===== src/rtl/bulk_regdec.sv =====
module bulk_regdec #(
  parameter int ERR_W = 8
) (
  input  logic             clk,
  input  logic             rst_n,
  input  logic             in_valid,
  input  logic [7:0]       in_data,
  output logic             in_ready,
  output logic [7:0]       depth_sel,
  output logic [23:0]      base16,
  output logic [23:0]      base8,
  output logic [7:0]       blank_mode,
  output logic [15:0]      h_act_start,
  output logic [15:0]      h_act_end,
  output logic [15:0]      v_act_start,
  output logic [15:0]      v_act_end,
  output logic [15:0]      h_last,
  output logic [15:0]      hsync_on,
  output logic [15:0]      hsync_off,
  output logic [15:0]      h_width,
  output logic [15:0]      v_last,
  output logic [15:0]      vsync_on,
  output logic [15:0]      vsync_off,
  output logic [15:0]      v_height,
  output logic [15:0]      pclk_div,
  output logic             cp_valid,
  input  logic             cp_ready,
  output logic [23:0]      cp_src,
  output logic [7:0]       cp_count,
  output logic [23:0]      cp_dst,
  output logic [ERR_W-1:0] err_count
);
  localparam logic [7:0] PREFIX = 8'hAF;
  localparam logic [7:0] OP_WR  = 8'h20;
  localparam logic [7:0] OP_CP  = 8'h6A;
  localparam logic [7:0] LOCK_A = 8'hFF;
  localparam int         CP_LEN = 7;
  localparam logic [ERR_W-1:0] ERR_MAX = '1;

  typedef enum logic [2:0] {S_PRE, S_OPC, S_ADR, S_DAT, S_CPY, S_SKIP} st_t;

  st_t        st;
  logic [7:0] act [256];
  logic [7:0] shd [256];
  logic [7:0] adr;
  logic [2:0] idx;
  logic [47:0] cbuf;
  logic       locked;
  logic       fire;
  logic [55:0] cfull;

  assign in_ready = !cp_valid || cp_ready;
  assign fire     = in_valid && in_ready;
  assign cfull    = {cbuf, in_data};

  always_ff @(posedge clk) begin
    if (!rst_n) begin
      st        <= S_PRE;
      adr       <= '0;
      idx       <= '0;
      cbuf      <= '0;
      locked    <= 1'b0;
      cp_valid  <= 1'b0;
      cp_src    <= '0;
      cp_count  <= '0;
      cp_dst    <= '0;
      err_count <= '0;
      for (int i = 0; i < 256; i++) begin
        act[i] <= '0;
        shd[i] <= '0;
      end
    end else begin
      if (cp_valid && cp_ready) cp_valid <= 1'b0;
      if (fire) begin
        case (st)
          S_PRE: begin
            if (in_data == PREFIX) st <= S_OPC;
            else if (err_count != ERR_MAX) err_count <= err_count + 1'b1;
          end
          S_OPC: begin
            idx <= '0;
            if (in_data == OP_WR) st <= S_ADR;
            else if (in_data == OP_CP) st <= S_CPY;
            else st <= S_SKIP;
          end
          S_ADR: begin
            adr <= in_data;
            st  <= S_DAT;
          end
          S_DAT: begin
            st <= S_PRE;
            if (adr == LOCK_A) begin
              if (in_data == 8'h00) locked <= 1'b1;
              else if (in_data == 8'hFF) begin
                locked <= 1'b0;
                for (int i = 0; i < 256; i++) act[i] <= shd[i];
              end
            end else begin
              shd[adr] <= in_data;
              if (!locked) act[adr] <= in_data;
            end
          end
          S_CPY: begin
            cbuf <= cfull[47:0];
            if (idx == 3'(CP_LEN - 1)) begin
              cp_valid <= 1'b1;
              cp_src   <= cfull[55:32];
              cp_count <= cfull[31:24];
              cp_dst   <= cfull[23:0];
              st       <= S_PRE;
            end else idx <= idx + 1'b1;
          end
          S_SKIP: if (in_data == PREFIX) st <= S_OPC;
          default: st <= S_PRE;
        endcase
      end
    end
  end

  assign depth_sel   = act[8'h00];
  assign blank_mode  = act[8'h1F];
  assign base16      = {act[8'h20], act[8'h21], act[8'h22]};
  assign base8       = {act[8'h26], act[8'h27], act[8'h28]};
  assign h_act_start = {act[8'h01], act[8'h02]};
  assign h_act_end   = {act[8'h03], act[8'h04]};
  assign v_act_start = {act[8'h05], act[8'h06]};
  assign v_act_end   = {act[8'h07], act[8'h08]};
  assign h_last      = {act[8'h09], act[8'h0A]};
  assign hsync_on    = {act[8'h0B], act[8'h0C]};
  assign hsync_off   = {act[8'h0D], act[8'h0E]};
  assign h_width     = {act[8'h0F], act[8'h10]};
  assign v_last      = {act[8'h11], act[8'h12]};
  assign vsync_on    = {act[8'h13], act[8'h14]};
  assign vsync_off   = {act[8'h15], act[8'h16]};
  assign v_height    = {act[8'h17], act[8'h18]};
  assign pclk_div    = {act[8'h1C], act[8'h1B]};
endmodule


===== config.mk =====
export PLATFORM = sky130hd
export DESIGN_NAME = bulk_regdec
export DESIGN_NICKNAME = d
export VERILOG_FILES = /design/src/rtl/bulk_regdec.sv
export SDC_FILE = /design/constraint.sdc
export NUM_CORES = 1
export LEC_CHECK = 0
export BUFFER_PORTS_ARGS = -buffer_cell sky130_fd_sc_hd__buf_4
export CAP_MARGIN = 0
export CELL_PAD_IN_SITES_DETAIL_PLACEMENT = 1
export CELL_PAD_IN_SITES_GLOBAL_PLACEMENT = 1
export CORE_ASPECT_RATIO = 1.5
export CORE_UTILIZATION = 51
export DETAILED_ROUTE_END_ITERATION = 12
export GPL_ROUTABILITY_DRIVEN = 1
export MAX_ROUTING_LAYER = met4
export PLACE_DENSITY_LB_ADDON = 0.05
export SYNTH_ARGS = -nofsm -noshare
export SYNTH_HDL_FRONTEND = slang
export SYNTH_SLANG_ARGS = --single-unit

===== constraint.sdc =====
create_clock -name clk -period 4.9 [get_ports clk]
set_input_delay 0.49 -clock clk [delete_from_list [all_inputs] [get_ports clk]]
set_output_delay 0.49 -clock clk [all_outputs]
set_load 0.02 [all_outputs]

==> summary.md, run 1 <==
| Metric | Value |
|---|---|
| Crit path capture type | flip-flop |
| Final GP Congestion | 0.903 |
| Clock sinks | approximately 670 |
| Largest net degree at the start of global routing | 117 |
| Fmax | 265 MHz |
| Post-route ant nets | 0 |
| Detailed Route WL | 79.2 mm |
| Ranking of synthesized cells by area | edfxtp_1, dfxtp_1, a22o_1 |
| WL/cell | about 26 um |
| CTS tree | yes |
| Mapped Avg Cell Area | 13.0 um^2 |
| Vias post-DR | 18,443 |
| Initial antenna violation count | 1 |
| Mapped Area | 26,700 um^2 |
| Final hold viol count | 0 |
| Leakage Power | 11.4 nW |
| Core ar. | 51,700 um^2 |
| Worst IR drop on VDD | 0.306 mV |
| Gr usage total | 30.3% |
| Iteration-0 DRC Markers | roughly 1,600 |
| Worst R2R Setup Slack | 1120 ps |
| H-Tree Depth | 2 |
| Biggest area consumer among synthesized cells | edfxtp_1 |
| # hold bufs at CTS | 0 |
| Max Cap Viol | 0 |
| Worst Path Required | 5140 ps |
| Unrepaired setup endpoints after global routing | false |
| Max clock buf depth | 3 |
| Starting Density | 51.7% |
| CP max FO | 20 |
| Post-Syn Nets | 2,074 |
| Worst slew margin | between 10% and 20% |
| Finish-stage setup viols | 0 |
| Die ar. | 53,300 um^2 |
| Share of post-route cells with drive strength above 1 | 21.4% |
| Die Height | 282 um |
| Actual slew at the worst max-slew pin | 1290 ps |
| Startpoint type of the worst setup path | flip-flop |
| CTS root buf | clkbuf_16 |
| Async set-reset flop share out of synthesis | 0% |
| Site row count | 102 |
| Cell variety after synth | 53 |
| Total gr overflow | 0 |
| Post-CTS Setup Bufs | 0 |
| Reg2Reg Depth | 6 |
| Post-route DRC | 0 |
| CP Class | reg -> reg |
| Hold WC Path Type | in -> reg |
| Routed vias/inst | between 6 and 7 |
| CP Data Arrival Time | 4020 ps |
| First-pass GRT wire length | 116 mm |
| Hold Crit Depth | 2 |
| Port bufs | 349 |
| Power Dens Cells | 370 nW/um^2 |
| Fin crit share | 77.1% |
| Top FF cell, synth | edfxtp_1 |
| Slew Viols, Final | 0 |
| Tmin final | 3780 ps |
| Pre-Repair DR Iteration Count | 5 |
| Final net count | about 2,300 |
| Post-layout power | 11.7 mW |
| Fillers | 5,091 |
| Fin Setup TNS | 0 ps |
| Vias in the first global route | 18,891 |
| Post_cts resized | 0 |
| Clk pin slew, worst setup/hold paths | 70 ps |
| Synth-to-layout area growth | 18.6% |
| Seq/Total Area, Yosys | 70.8% |
| Clock buffers created by TritonCTS | 59 |
| Ports | between 300 and 400 |
| Register bit total from synthesis | between 600 and 700 |
| Synth Warn # | 0 |
| Area share of the largest cell type after synthesis | 61.2% |
| Clock latency at the later pin of the worst-skew pair | roughly 630 ps |
| Dpl hpwl | a little over 50 mm |
| EDFF count, synth | roughly 540 |
| Final clock skew | about 23 ps |
| Cells after synthesis | 2,059 |
| Status | finished clean |
| Die Wd | 189 um |
[power by group]
part	total (mW)	switching, mW	internal, mW
registers	6.47	0.103	6.37
logic	0.611	0.443	0.167
clock network	4.64	2.07	2.57
[worst max-delay path: stages (launching register included)]
cell      delay, ps
dfxtp_1         660
nand3b_1        200
or3_1           540
nor2_1          680
nand2_1         190
buf_4           250
o21ai_0         890
[state kept, by name, summed over array words and instances (netlist names)]
register and flops:
act 272, err_count 8, locked 1, shd 272
st 3, idx 3, cbuf 48, cp_src 24
cp_count 8, cp_dst 24, adr 8, cp_valid 1
[worst paths after layout]
kind	start	endpoint
max	st[1]	shd[0][2]
min	rst_n	st[0]
max reg2reg	st[1]	shd[0][2]
min reg2reg	cp_dst[22]	cp_dst[22]
[layout by cell type (no fill, tap or decap), drive strengths merged, types with 2 or more instances in the layout]
cell type / netlist / layout
nor2b: 13 / 13
a22o: 200 / 200
and3: 52 / 52
nor2: 164 / 164
or3b: 2 / 2
o31ai: 4 / 4
dfxtp: 128 / 128
nor3: 21 / 21
or2: 2 / 2
ha: 3 / 3
inv: 7 / 6
clkinvlp: 0 / 6
nand2: 300 / 300
nand4: 4 / 4
nand3b: 3 / 3
a32o: 72 / 72
clkinv: 0 / 24
o21ai: 60 / 60
o211ai: 2 / 2
nand3: 25 / 25
buf: 41 / 387
and2: 109 / 109
o31a: 2 / 2
nand2b: 7 / 7
o22ai: 2 / 2
clkbuf: 143 / 74
edfxtp: 544 / 544
nor4: 2 / 2
or3: 5 / 5
bufinv: 0 / 4
nor3b: 4 / 4
or4: 4 / 4
o21a: 2 / 2
a21oi: 120 / 120
[cell usage after synthesis, drive strengths merged (13+ instances only)]
library cell,number
nand2,300
nor2b,13
clkbuf,143
a32o,72
nand3,25
nor2,164
a22o,200
edfxtp,544
a21oi,120
buf,41
o21ai,60
dfxtp,128
and2,109
nor3,21
and3,52
[layer usage]
layer	up-vias	GRT usage, %	share of wire (%)
li1	8137	-	-
met1	9348	34.9	37
met2	761	53.6	53
met3	197	3.60	5.8
met4	0	12.5	4.1
met5	-	-	0
[cells by family after synthesis]
family                     share of synthesized area [%]
AOI/OAI and AO/OA                                   13.2
xor gates and xnor gates                          0.0328
adders and majority gates                          0.141
buffers and inverters                               3.20
DFF                                                 70.8
muxes                                             0.0375
and+or+nand+nor                                     12.6
[cell type report]
| class | instances | area [um^2] | area share (%) |
|---|---|---|---|
| well taps | 676 | 846 | 2.67 |
| diodes | 1 | 2.50 | 0.00790 |
| inverters | 7 | 27.5 | 0.0869 |
| repair buffers | 387 | 2920 | 9.22 |
| clock inverters | 33 | 270 | 0.854 |
| flip-flops and latches | 672 | 18900 | 59.7 |
| clock buffers | 74 | 1640 | 5.17 |
| multi-input cells | 1196 | 7060 | 22.3 |
[metrics by stage]
stage | hold slack, ps | cell area (um^2) | utilization (%) | instances | setup slack, ps
2_1_floorplan | 432 | 26700 | - | 2059 | 2150
6_report | 291 | 31700 | 61.3 | 3046 | 1120
4_1_cts | 269 | 31700 | 61.2 | 3045 | 1220
3_5_place_dp | 451 | 29800 | 57.6 | 2938 | 899
3_3_place_gp | 439 | 29800 | 57.6 | 2938 | 1080
5_1_grt | 280 | 31700 | 61.3 | 3046 | 889
No activity file was read; power rests on OpenSTA's default activity.
==> run 2, diff against run 1 <==
--- a/config.mk
+++ b/config.mk
@@ -10,7 +10,7 @@
 export CELL_PAD_IN_SITES_DETAIL_PLACEMENT = 1
 export CELL_PAD_IN_SITES_GLOBAL_PLACEMENT = 1
 export CORE_ASPECT_RATIO = 1.5
-export CORE_UTILIZATION = 51
+export CORE_UTILIZATION = 47
 export DETAILED_ROUTE_END_ITERATION = 12
 export GPL_ROUTABILITY_DRIVEN = 1
 export MAX_ROUTING_LAYER = met4
==> constraint.sdc (replaced) <==
create_clock -name clk -period 3.6 [get_ports clk]
set_input_delay 0.36 -clock clk [delete_from_list [all_inputs] [get_ports clk]]
set_output_delay 0.36 -clock clk [all_outputs]
set_load 0.02 [all_outputs]
==> summary.md, run 2 (same netlist as run 1, synthesis figures left out) <==
| Metric | Value |
|---|---|
| Status | finished clean |
| Actual slew at the worst max-slew pin | between 1000 and 1500 ps |
| Vias post-DR | approximately 18,000 |
| Hold WC Path Type | in -> reg |
| Final net count | 2,389 |
| Area after DPL | roughly 30,000 um^2 |
| Initial antenna violation count | 1 |
| Gr usage total | 29.0% |
| Clock buffers created by TritonCTS | 61 |
| Die ar. | 57,800 um^2 |
| Core ar. | 56,000 um^2 |
| Die Height | approximately 290 um |
| Iteration-0 DRC Markers | between 1,000 and 1,500 |
| Synth-to-layout area growth | 21.1% |
| Routed met2 length | approximately 43 mm |
| Ports | 350 |
| CTS root buf | clkbuf_16 |
| Layout Cells excl Fill | 3,182 |
| Crit path capture type | flip-flop |
| Max clock buf depth | 3 |
| Post_cts resized | 0 |
| Starting Density | 47.7% |
| Most frequent cells in the layout | edfxtp_1, buf_4, nand2_1, a22o_1, nor2_1 |
| Dpl ws | about 360 ps |
| Pre-Repair DR Iteration Count | 5 |
| M1 WL | 31.4 mm |
| Largest net degree at the start of global routing | 89 |
| Post-route DRC | 0 |
| Dpl hpwl | around 55 mm |
| Final clock skew | about 19 ps |
| Clk pin slew, worst setup/hold paths | 70 ps |
| Worst slew margin | 10.4% |
| Dpl cells | 3,067 |
| Fin crit share | between 80% and 90% |
| CP Class | reg -> reg |
| Routed vias/inst | between 5 and 6 |
| Site row count | 106 |
| Worst IR drop on VDD | 0.438 mV |
| Highest routed metal layer | met4 |
| Slew Viols, Final | 0 |
| Final GP Congestion | 0.858 |
| Start point of the critical path | adr[3] |
| Hold wc startpoint | in_data[4] |
| Startpoint type of the worst setup path | flip-flop |
| Design area | 32,300 um^2 |
| H-Tree Depth | 2 |
| Worst Path Required | 3850 ps |
| Most common cell after layout, fill and taps aside | edfxtp_1 |
| Port bufs | roughly 350 |
| Post-CTS Setup Bufs | 0 |
| Final hold viol count | 0 |
| Die Wd | just under 200 um |
| Max Cap Viol | 0 |
| Leakage Power | 11.7 nW |
| WL/cell | ~26 um |
| Detailed Route WL | roughly 82 mm |
| Clock sinks | 672 |
| Clock latency at the later pin of the worst-skew pair | 640 ps |
| Biggest regs | act x272, shd x272, cbuf x48 |
| Finished Core Util | between 50% and 60% |
| Share of post-route cells with drive strength above 1 | a little under a quarter |
| Total gr overflow | 0 |
| Finish-stage setup viols | 0 |
| Tmin final | about 3200 ps |
| Fmax | 316 MHz |
| CTS tree | yes |
| Power Dens Cells | ~500 nW/um^2 |
| Fin Setup TNS | 0 ps |
| First-pass GRT wire length | 120 mm |
| # hold bufs at CTS | 0 |
| Met3 wire length | between 4 and 5 mm |
| Setup ws final | 435 ps |
| Unrepaired setup endpoints after global routing | false |
| Post-route ant nets | 0 |
| Vias in the first global route | 18,992 |
| CP max FO | 16 |
| CP Data Arrival Time | 3420 ps |
| Reg-to-reg critical path startpoint | adr[3] |
-- run 2: changes by cell type in the layout (fill, tap and decap cells not counted), sizes merged --
cell / before / now
clkinv: 24 / 26
buf: 387 / 436
clkinvlp: 6 / 1
inv: 6 / 7
bufinv: 4 / 9
clkbuf: 74 / 78
-- run 2: final cells by class --
class / count / area [um^2]
fillers: 5631 / 23600
flip-flops and latches: 672 / 18900
multi-input cells: 1196 / 7050
repair buffers: 436 / 3320
clock buffers: 78 / 1680
well taps: 756 / 946
clock inverters: 36 / 403
inverters: 7 / 28.8
diodes: 1 / 2.50
-- run 2: metal layers --
layer  track usage (%)  vias to the layer above
li1                  -                     8238
met1              33.3                     9379
met2              51.2                      669
met3              4.48                      174
met4              10.8                        0
met5                 -                        -
-- run 2: stage by stage --
stage                     total power, mW  hold WS, ps
after floorplan                      9.31          432
after global placement               9.80          438
after detailed placement             9.83          453
after CTS                            16.6          114
after global routing                 16.8          145
final                                16.5          151
-- run 2: power breakdown --
part	leakage [nW]	switching, mW	internal, mW
combinational	4.43	0.618	0.251
sequential	6.30	0.134	8.66
clock	1.03	2.88	3.93
-- run 2: worst max-delay path: stages (launching register included) --
cell,delay [ps]
dfxtp_1,460
and3b_1,270
or4b_2,670
nor2_2,220
buf_4,230
nand2_1,120
o21ai_0,810
-- run 2: worst paths after layout --
path | cells after the start | to | slack (ps)
max | 6 | act[9][2] | 440
min reg2reg | 2 | cp_src[19] | 450
min | 3 | adr[4] | 150
max reg2reg | 6 | act[9][2] | 440
